$ cat src/rtl/dma_map_pkg.sv
package dma_map_pkg;

  localparam int CHAN_FIELD_W = 5;

  typedef struct packed {
    logic                    valid;
    logic [CHAN_FIELD_W-1:0] chan;
  } map_entry_t;

  function automatic logic [7:0] entry_view(map_entry_t e);
    return {e.valid, 2'b00, e.chan};
  endfunction

endpackage

$ cat src/rtl/dma_map_regs.sv
module dma_map_regs
  import dma_map_pkg::*;
#(
  parameter int NUM_REQ = 75,
  parameter int NUM_CH  = 16,
  parameter int LO_CNT  = 64,
  parameter int LO_BASE = 'h100,
  parameter int HI_BASE = 'h1100,
  parameter int ADDR_W  = 16,
  parameter int DATA_W  = 32,
  localparam int REQ_W  = $clog2(NUM_REQ)
) (
  input  logic              clk,
  input  logic              rst_n,
  input  logic              wr,
  input  logic [ADDR_W-1:0] addr,
  input  logic [DATA_W-1:0] wdata,
  output logic [DATA_W-1:0] rdata,
  output logic              err,
  input  logic [REQ_W-1:0]  lk_idx,
  output map_entry_t        lk_entry
);

  localparam int HI_CNT = NUM_REQ - LO_CNT;

  map_entry_t [NUM_REQ-1:0] map_q, map_d;
  logic                     err_q, err_d;

  logic [ADDR_W-1:0] off_lo, off_hi;
  logic              lo_hit, hi_hit, hit, legal;
  logic [REQ_W-1:0]  idx;
  map_entry_t        wr_entry;
  logic              unused_wbits;

  assign unused_wbits = ^{wdata[DATA_W-1:8], wdata[6:5]};

  always_comb begin
    off_lo = addr - ADDR_W'(LO_BASE);
    off_hi = addr - ADDR_W'(HI_BASE);
    lo_hit = (addr >= ADDR_W'(LO_BASE)) && (off_lo < ADDR_W'(4 * LO_CNT)) && (addr[1:0] == 2'b00);
    hi_hit = (addr >= ADDR_W'(HI_BASE)) && (off_hi < ADDR_W'(4 * HI_CNT)) && (addr[1:0] == 2'b00);
    hit    = lo_hit || hi_hit;
    if (hi_hit) idx = REQ_W'(LO_CNT) + off_hi[REQ_W+1:2];
    else        idx = off_lo[REQ_W+1:2];
    wr_entry.valid = wdata[7];
    wr_entry.chan  = wdata[4:0];
    legal = !(wdata[7] && ({1'b0, wdata[4:0]} >= 6'(NUM_CH)));
  end

  always_comb begin
    map_d = map_q;
    err_d = 1'b0;
    if (wr && hit) begin
      if (legal) map_d[idx] = wr_entry;
      else       err_d      = 1'b1;
    end
  end

  always_ff @(posedge clk or negedge rst_n) begin
    if (!rst_n) begin
      map_q <= '0;
      err_q <= 1'b0;
    end else begin
      map_q <= map_d;
      err_q <= err_d;
    end
  end

  assign rdata    = hit ? DATA_W'(entry_view(map_q[idx])) : '0;
  assign err      = err_q;
  assign lk_entry = map_q[lk_idx];

  assert_err_follows_write_R4: assert property (@(posedge clk) disable iff (!rst_n)
    err_q |-> $past(wr));

endmodule

$ cat src/rtl/dma_req_picker.sv
module dma_req_picker #(
  parameter int NUM_REQ = 75,
  localparam int REQ_W  = $clog2(NUM_REQ)
) (
  input  logic               clk,
  input  logic               rst_n,
  input  logic [NUM_REQ-1:0] req_in,
  output logic               upd_valid,
  output logic [REQ_W-1:0]   upd_idx,
  output logic               upd_level
);

  logic [NUM_REQ-1:0] seen_q, seen_d, pending;

  always_comb begin
    pending   = req_in ^ seen_q;
    upd_valid = |pending;
    upd_idx   = '0;
    for (int i = NUM_REQ - 1; i >= 0; i--) begin
      if (pending[i]) upd_idx = REQ_W'(i);
    end
    upd_level = req_in[upd_idx];
    seen_d    = seen_q;
    if (upd_valid) seen_d[upd_idx] = upd_level;
  end

  always_ff @(posedge clk or negedge rst_n) begin
    if (!rst_n) seen_q <= '0;
    else if (upd_valid) seen_q <= seen_d;
  end

  assert_one_apply_R9: assert property (@(posedge clk) disable iff (!rst_n)
    upd_valid |=> $countones(seen_q ^ $past(seen_q)) == 1);

  assert_idle_hold_R9: assert property (@(posedge clk) disable iff (!rst_n)
    !upd_valid |=> $stable(seen_q));

endmodule

$ cat src/rtl/dma_chan_tracker.sv
module dma_chan_tracker
  import dma_map_pkg::*;
#(
  parameter int NUM_CH = 16,
  localparam int CH_W  = $clog2(NUM_CH)
) (
  input  logic              clk,
  input  logic              rst_n,
  input  logic              upd_valid,
  input  map_entry_t        upd_map,
  input  logic              upd_level,
  output logic [NUM_CH-1:0] level,
  output logic [NUM_CH-1:0] ras_set,
  output logic [NUM_CH-1:0] ras_clr,
  output logic [NUM_CH-1:0] eor_set
);

  logic [NUM_CH-1:0] lvl_q, lvl_d, rs_q, rs_d, rc_q, rc_d, eo_q, eo_d;
  logic [CH_W-1:0]   ch;
  logic              apply, old_lvl;

  always_comb begin
    ch      = upd_map.chan[CH_W-1:0];
    apply   = upd_valid && upd_map.valid && ({1'b0, upd_map.chan} < 6'(NUM_CH));
    old_lvl = lvl_q[ch];
    lvl_d   = lvl_q;
    rs_d    = '0;
    rc_d    = '0;
    eo_d    = '0;
    if (apply) begin
      lvl_d[ch] = upd_level;
      if (!old_lvl && upd_level) rs_d[ch] = 1'b1;
      else                       rc_d[ch] = 1'b1;
      if (old_lvl && !upd_level) eo_d[ch] = 1'b1;
    end
  end

  always_ff @(posedge clk or negedge rst_n) begin
    if (!rst_n) begin
      lvl_q <= '0;
      rs_q  <= '0;
      rc_q  <= '0;
      eo_q  <= '0;
    end else begin
      if (apply) lvl_q <= lvl_d;
      rs_q <= rs_d;
      rc_q <= rc_d;
      eo_q <= eo_d;
    end
  end

  assign level   = lvl_q;
  assign ras_set = rs_q;
  assign ras_clr = rc_q;
  assign eor_set = eo_q;

  assert_single_level_change_R9: assert property (@(posedge clk) disable iff (!rst_n)
    $countones(lvl_q ^ $past(lvl_q)) <= 1);

  assert_ras_only_on_rise_R6: assert property (@(posedge clk) disable iff (!rst_n)
    (rs_q & ~(lvl_q & ~$past(lvl_q))) == '0);

  assert_eor_only_on_fall_R8: assert property (@(posedge clk) disable iff (!rst_n)
    (eo_q & ~(~lvl_q & $past(lvl_q))) == '0);

  assert_ras_exclusive_R7: assert property (@(posedge clk) disable iff (!rst_n)
    $onehot0(rs_q | rc_q) && ((rs_q & rc_q) == '0));

endmodule

$ cat src/rtl/dma_req_mapper.sv
module dma_req_mapper
  import dma_map_pkg::*;
#(
  parameter int NUM_REQ = 75,
  parameter int NUM_CH  = 16,
  parameter int LO_CNT  = 64,
  parameter int LO_BASE = 'h100,
  parameter int HI_BASE = 'h1100,
  parameter int ADDR_W  = 16,
  parameter int DATA_W  = 32
) (
  input  logic               clk,
  input  logic               rst_n,
  input  logic               reg_wr,
  input  logic [ADDR_W-1:0]  reg_addr,
  input  logic [DATA_W-1:0]  reg_wdata,
  output logic [DATA_W-1:0]  reg_rdata,
  output logic               map_err,
  input  logic [NUM_REQ-1:0] req_in,
  output logic [NUM_CH-1:0]  ch_level,
  output logic [NUM_CH-1:0]  ch_ras_set,
  output logic [NUM_CH-1:0]  ch_ras_clr,
  output logic [NUM_CH-1:0]  ch_eor_set
);

  localparam int REQ_W = $clog2(NUM_REQ);

  logic             rst_meta_q, rst_sync_q;
  logic             upd_valid, upd_level;
  logic [REQ_W-1:0] upd_idx;
  map_entry_t       upd_map;

  always_ff @(posedge clk or negedge rst_n) begin
    if (!rst_n) begin
      rst_meta_q <= 1'b0;
      rst_sync_q <= 1'b0;
    end else begin
      rst_meta_q <= 1'b1;
      rst_sync_q <= rst_meta_q;
    end
  end

  dma_map_regs #(
    .NUM_REQ(NUM_REQ), .NUM_CH(NUM_CH), .LO_CNT(LO_CNT),
    .LO_BASE(LO_BASE), .HI_BASE(HI_BASE), .ADDR_W(ADDR_W), .DATA_W(DATA_W)
  ) u_regs (
    .clk     (clk),
    .rst_n   (rst_sync_q),
    .wr      (reg_wr),
    .addr    (reg_addr),
    .wdata   (reg_wdata),
    .rdata   (reg_rdata),
    .err     (map_err),
    .lk_idx  (upd_idx),
    .lk_entry(upd_map)
  );

  dma_req_picker #(.NUM_REQ(NUM_REQ)) u_picker (
    .clk      (clk),
    .rst_n    (rst_sync_q),
    .req_in   (req_in),
    .upd_valid(upd_valid),
    .upd_idx  (upd_idx),
    .upd_level(upd_level)
  );

  dma_chan_tracker #(.NUM_CH(NUM_CH)) u_track (
    .clk      (clk),
    .rst_n    (rst_sync_q),
    .upd_valid(upd_valid),
    .upd_map  (upd_map),
    .upd_level(upd_level),
    .level    (ch_level),
    .ras_set  (ch_ras_set),
    .ras_clr  (ch_ras_clr),
    .eor_set  (ch_eor_set)
  );

  assert_eor_needs_clear_R8: assert property (@(posedge clk) disable iff (!rst_sync_q)
    (ch_eor_set & ~ch_ras_clr) == '0);

endmodule

$ cat config.mk
export PLATFORM = sky130hd
export DESIGN_NAME = dma_req_mapper
export DESIGN_NICKNAME = d
export VERILOG_FILES = /design/src/rtl/dma_map_pkg.sv /design/src/rtl/dma_map_regs.sv /design/src/rtl/dma_req_picker.sv /design/src/rtl/dma_chan_tracker.sv /design/src/rtl/dma_req_mapper.sv
export SDC_FILE = /design/constraint.sdc
export NUM_CORES = 1
export LEC_CHECK = 0
export BUFFER_PORTS_ARGS = -buffer_cell sky130_fd_sc_hd__buf_2
export CORE_ASPECT_RATIO = 0.6
export CORE_MARGIN = 5
export CORE_UTILIZATION = 50
export CTS_CLUSTER_DIAMETER = 50
export DETAILED_ROUTE_END_ITERATION = 7
export GPL_TIMING_DRIVEN = 1
export PLACE_DENSITY = 0.68
export SETUP_SLACK_MARGIN = 0.5
export SYNTH_ARGS = -nofsm -noshare
export SYNTH_HDL_FRONTEND = slang
export SYNTH_SLANG_ARGS = --single-unit
$ cat constraint.sdc
create_clock -name clk -period 23 [get_ports clk]
set_input_delay 2.3 -clock clk [delete_from_list [all_inputs] [get_ports clk]]
set_output_delay 2.3 -clock clk [all_outputs]
set_load 0.02 [all_outputs]
==> run metrics <==
PwrDens=87.0 nW/um^2; Final Hold Violating Endpoints=0; reg2reg path depth=17; Syn Inst Count=2953; P_leak=16.4 nW; max-cap violation count=0; Die H=204 um; Worst Skew=0.0210 ns; WL final=130000 um; total power=3.05 mW; GRT overflow=0; CTS buffer count=56; Worst setup EP type=flop; Critical Path Fanout Max=16; # DRC=7; RSZ-0062 raised after global routing=no; Final Worst Setup Slack=13.84 ns; Netlist cell types=103; biggest area consumer among synthesized cells=dfrtp_1; first-pass GRT wire length=188000 um; fin crit share=39.8%; synth warn=0; arrival time of the worst setup path=9.71 ns; clock sinks=592; Post-DP HPWL=86800 um; area grow syn2layout=11.9%; die area=68000 um^2; H-tree depth=2; number of port buffers=170; clock-pin slew on the worst setup and hold paths=0.07 ns; final antenna-violating net count=0; startpoint types=primary input; initial antenna violation count=6; sequential area share after synthesis=47.3%; max-slew violations=0; fraction of layout cells with a size suffix above 1=28.2%; Initial DRC Count=5206; measured slew at the worst slew-check pin=1.31 ns; Critical Path RT=23.55 ns; HP Class=reg -> async; CTS Root Cell=clkbuf_16; Synth top area share=47.3%; clk_lat worst skew=0.64 ns; final setup vio count=0; FMAX=109 MHz; Multi-input gate area=15600 um^2; vias in the first global route=27300; CTS tree=done; Via-to-Cell Ratio=7.18; Worst VDD drop=70.3 uV; Cell Rows=71; synthesized area=31300 um^2; Initial Util=50.3%; largest net degree at the start of global routing=197; FF+latch count, synth=592; Slew HR=10.3%; Setup CP Type=in -> reg; Mean Syn Cell Area=10.6 um^2; core area=62400 um^2; ranking of synthesized cells by area=dfrtp_1, mux2_2, o22ai_1, nand2_1, nor2_1; Final Cell Area=35100 um^2; clk buf depth=3; Worst Setup Slack post-DPL=13.78 ns; Total GRT Usage=37.0%; most common flop cell mapped by yosys=dfrtp_1; number of synthesized flops with an enable pin=0; overall die width=333 um; total iterations of the first detailed-routing run=8; Placed Area=33000 um^2; total number of vias=28400; fin crit period=9.16 ns; cts hold-fix bufs=0; nets=3189; io pins=223; Setup TNS Final=0 ns; Async SR Flop Fraction=100%; final weighted congestion in routability-driven placement=1.05; # Post-CTS Setup Buffers=0; Filler Cell Count=5329; storage element area=14800 um^2; violated checks=design-rule violations; Avg WL per Cell=33.0 um; # resized after CTS=0; status=finished, violations left; Hold Slack=0.355 ns
area by class of cell:
type / instances / share of cell area [%]
well taps: 839 / 2.99
multi-input cells: 2133 / 44.4
clock inverters: 34 / 1.25
diodes: 6 / 0.0428
repair buffers: 247 / 4.11
inverters: 33 / 0.353
flip-flops and latches: 592 / 42.2
clock buffers: 72 / 4.63
power by group:
part	switching, mW	internal [mW]	leakage [nW]
clock network	0.446	0.602	1.02
logic	0.684	0.232	7.22
registers	0.0235	1.06	8.17
layout by cell type, fill, tap and decap left out, types with 11 or more instances in the layout:
master,count
dfrtp_1,591
mux2_2,452
o22ai_1,233
nand2_1,206
nor2_1,204
buf_2,170
a21oi_1,105
o21ai_0,101
buf_4,76
clkbuf_16,57
nor4_1,55
xor2_1,53
a22oi_1,49
a31oi_1,49
xnor2_1,45
mux2i_1,43
nor3_1,41
nor2b_1,38
o31ai_1,35
inv_1,32
conb_1,27
nand3_1,26
and3_1,22
o221ai_1,16
nand4_1,15
a221oi_1,15
o21ai_1,15
clkbuf_8,14
clkinv_2,14
and2_1,13
a2111oi_0,12
o211ai_1,12
or3_1,11
nor3b_1,11
a211oi_1,11
metrics by stage:
step                std cells  utilization [%]
finish                   3956             56.3
global route             3950             56.2
CTS                      3950             56.2
detailed placement       3844             52.9
global placement         3844             52.9
floorplan                2978                -
synthesized netlist by cell type (all sizes together) (51+ instances only):
master	instances
clkbuf	139
nor2	207
dfrtp	592
o21ai	119
nor4	57
nand2	212
nor3	51
o22ai	233
mux2	458
a21oi	111
buf	81
xor2	53
final timing paths:
check	end	slack, ns	from
max in group asynchronous	u_regs.map_q[261]$_DFFE_PN0P_	18.61	rst_sync_q$_DFF_PN0_
worst max-delay path	u_track.eor_set[15]$_DFF_PN0_	13.84	req_in[43]
min in group clk	rst_sync_q$_DFF_PN0_	0.36	rst_meta_q$_DFF_PN0_
worst min-delay path	u_regs.map_q[398]$_DFFE_PN0P_	0.36	rst_sync_q$_DFF_PN0_
worst min register to register	u_regs.map_q[398]$_DFFE_PN0P_	0.36	rst_sync_q$_DFF_PN0_
worst max register to register	u_track.eor_set[15]$_DFF_PN0_	15.16	u_picker.seen_q[38]$_DFFE_PN0P_
sequential cells by signal, indices dropped and copies added, names as in the netlist:
register,flops
rst_sync_q,1
u_track.ras_clr,16
u_track.level,16
rst_meta_q,1
u_regs.map_q,450
u_picker.seen_q,75
u_track.ras_set,16
u_regs.err,1
u_track.eor_set,16
critical path, stage by stage:
cell	delay (ns)
buf_2	0.11
xnor2_1	0.30
nand4b_1	0.36
a2111oi_0	0.88
o21ai_1	0.19
o21a_1	0.28
a21oi_2	0.70
buf_4	0.53
o21ai_1	0.19
buf_4	0.31
a211oi_1	0.66
o22ai_1	0.30
a2111oi_2	0.92
and2_0	0.54
a21oi_1	0.14
a221o_1	0.40
a211o_1	0.40
nor2_1	0.16
kinds of logic after synthesis:
logic type,after synthesis,share of synthesized area [%]
AO/OA/AOI/OAI,785,16.9
flip-flops,592,47.3
other,2,0.0240
buffers and inverters,253,3.62
XOR/XNOR,99,2.79
AND/OR/NAND/NOR,714,11.0
multiplexers,508,18.3
metal layers:
metal | share of wire, % | vias to the layer above | global-route usage [%]
met5 | 0.017 | - | 0
met2 | 38 | 2503 | 48.1
li1 | - | 11300 | -
met3 | 17 | 555 | 18.0
met1 | 39 | 14000 | 52.3
met4 | 5.2 | 4 | 15.0
Note: power is estimated with default switching activity, not from simulation.
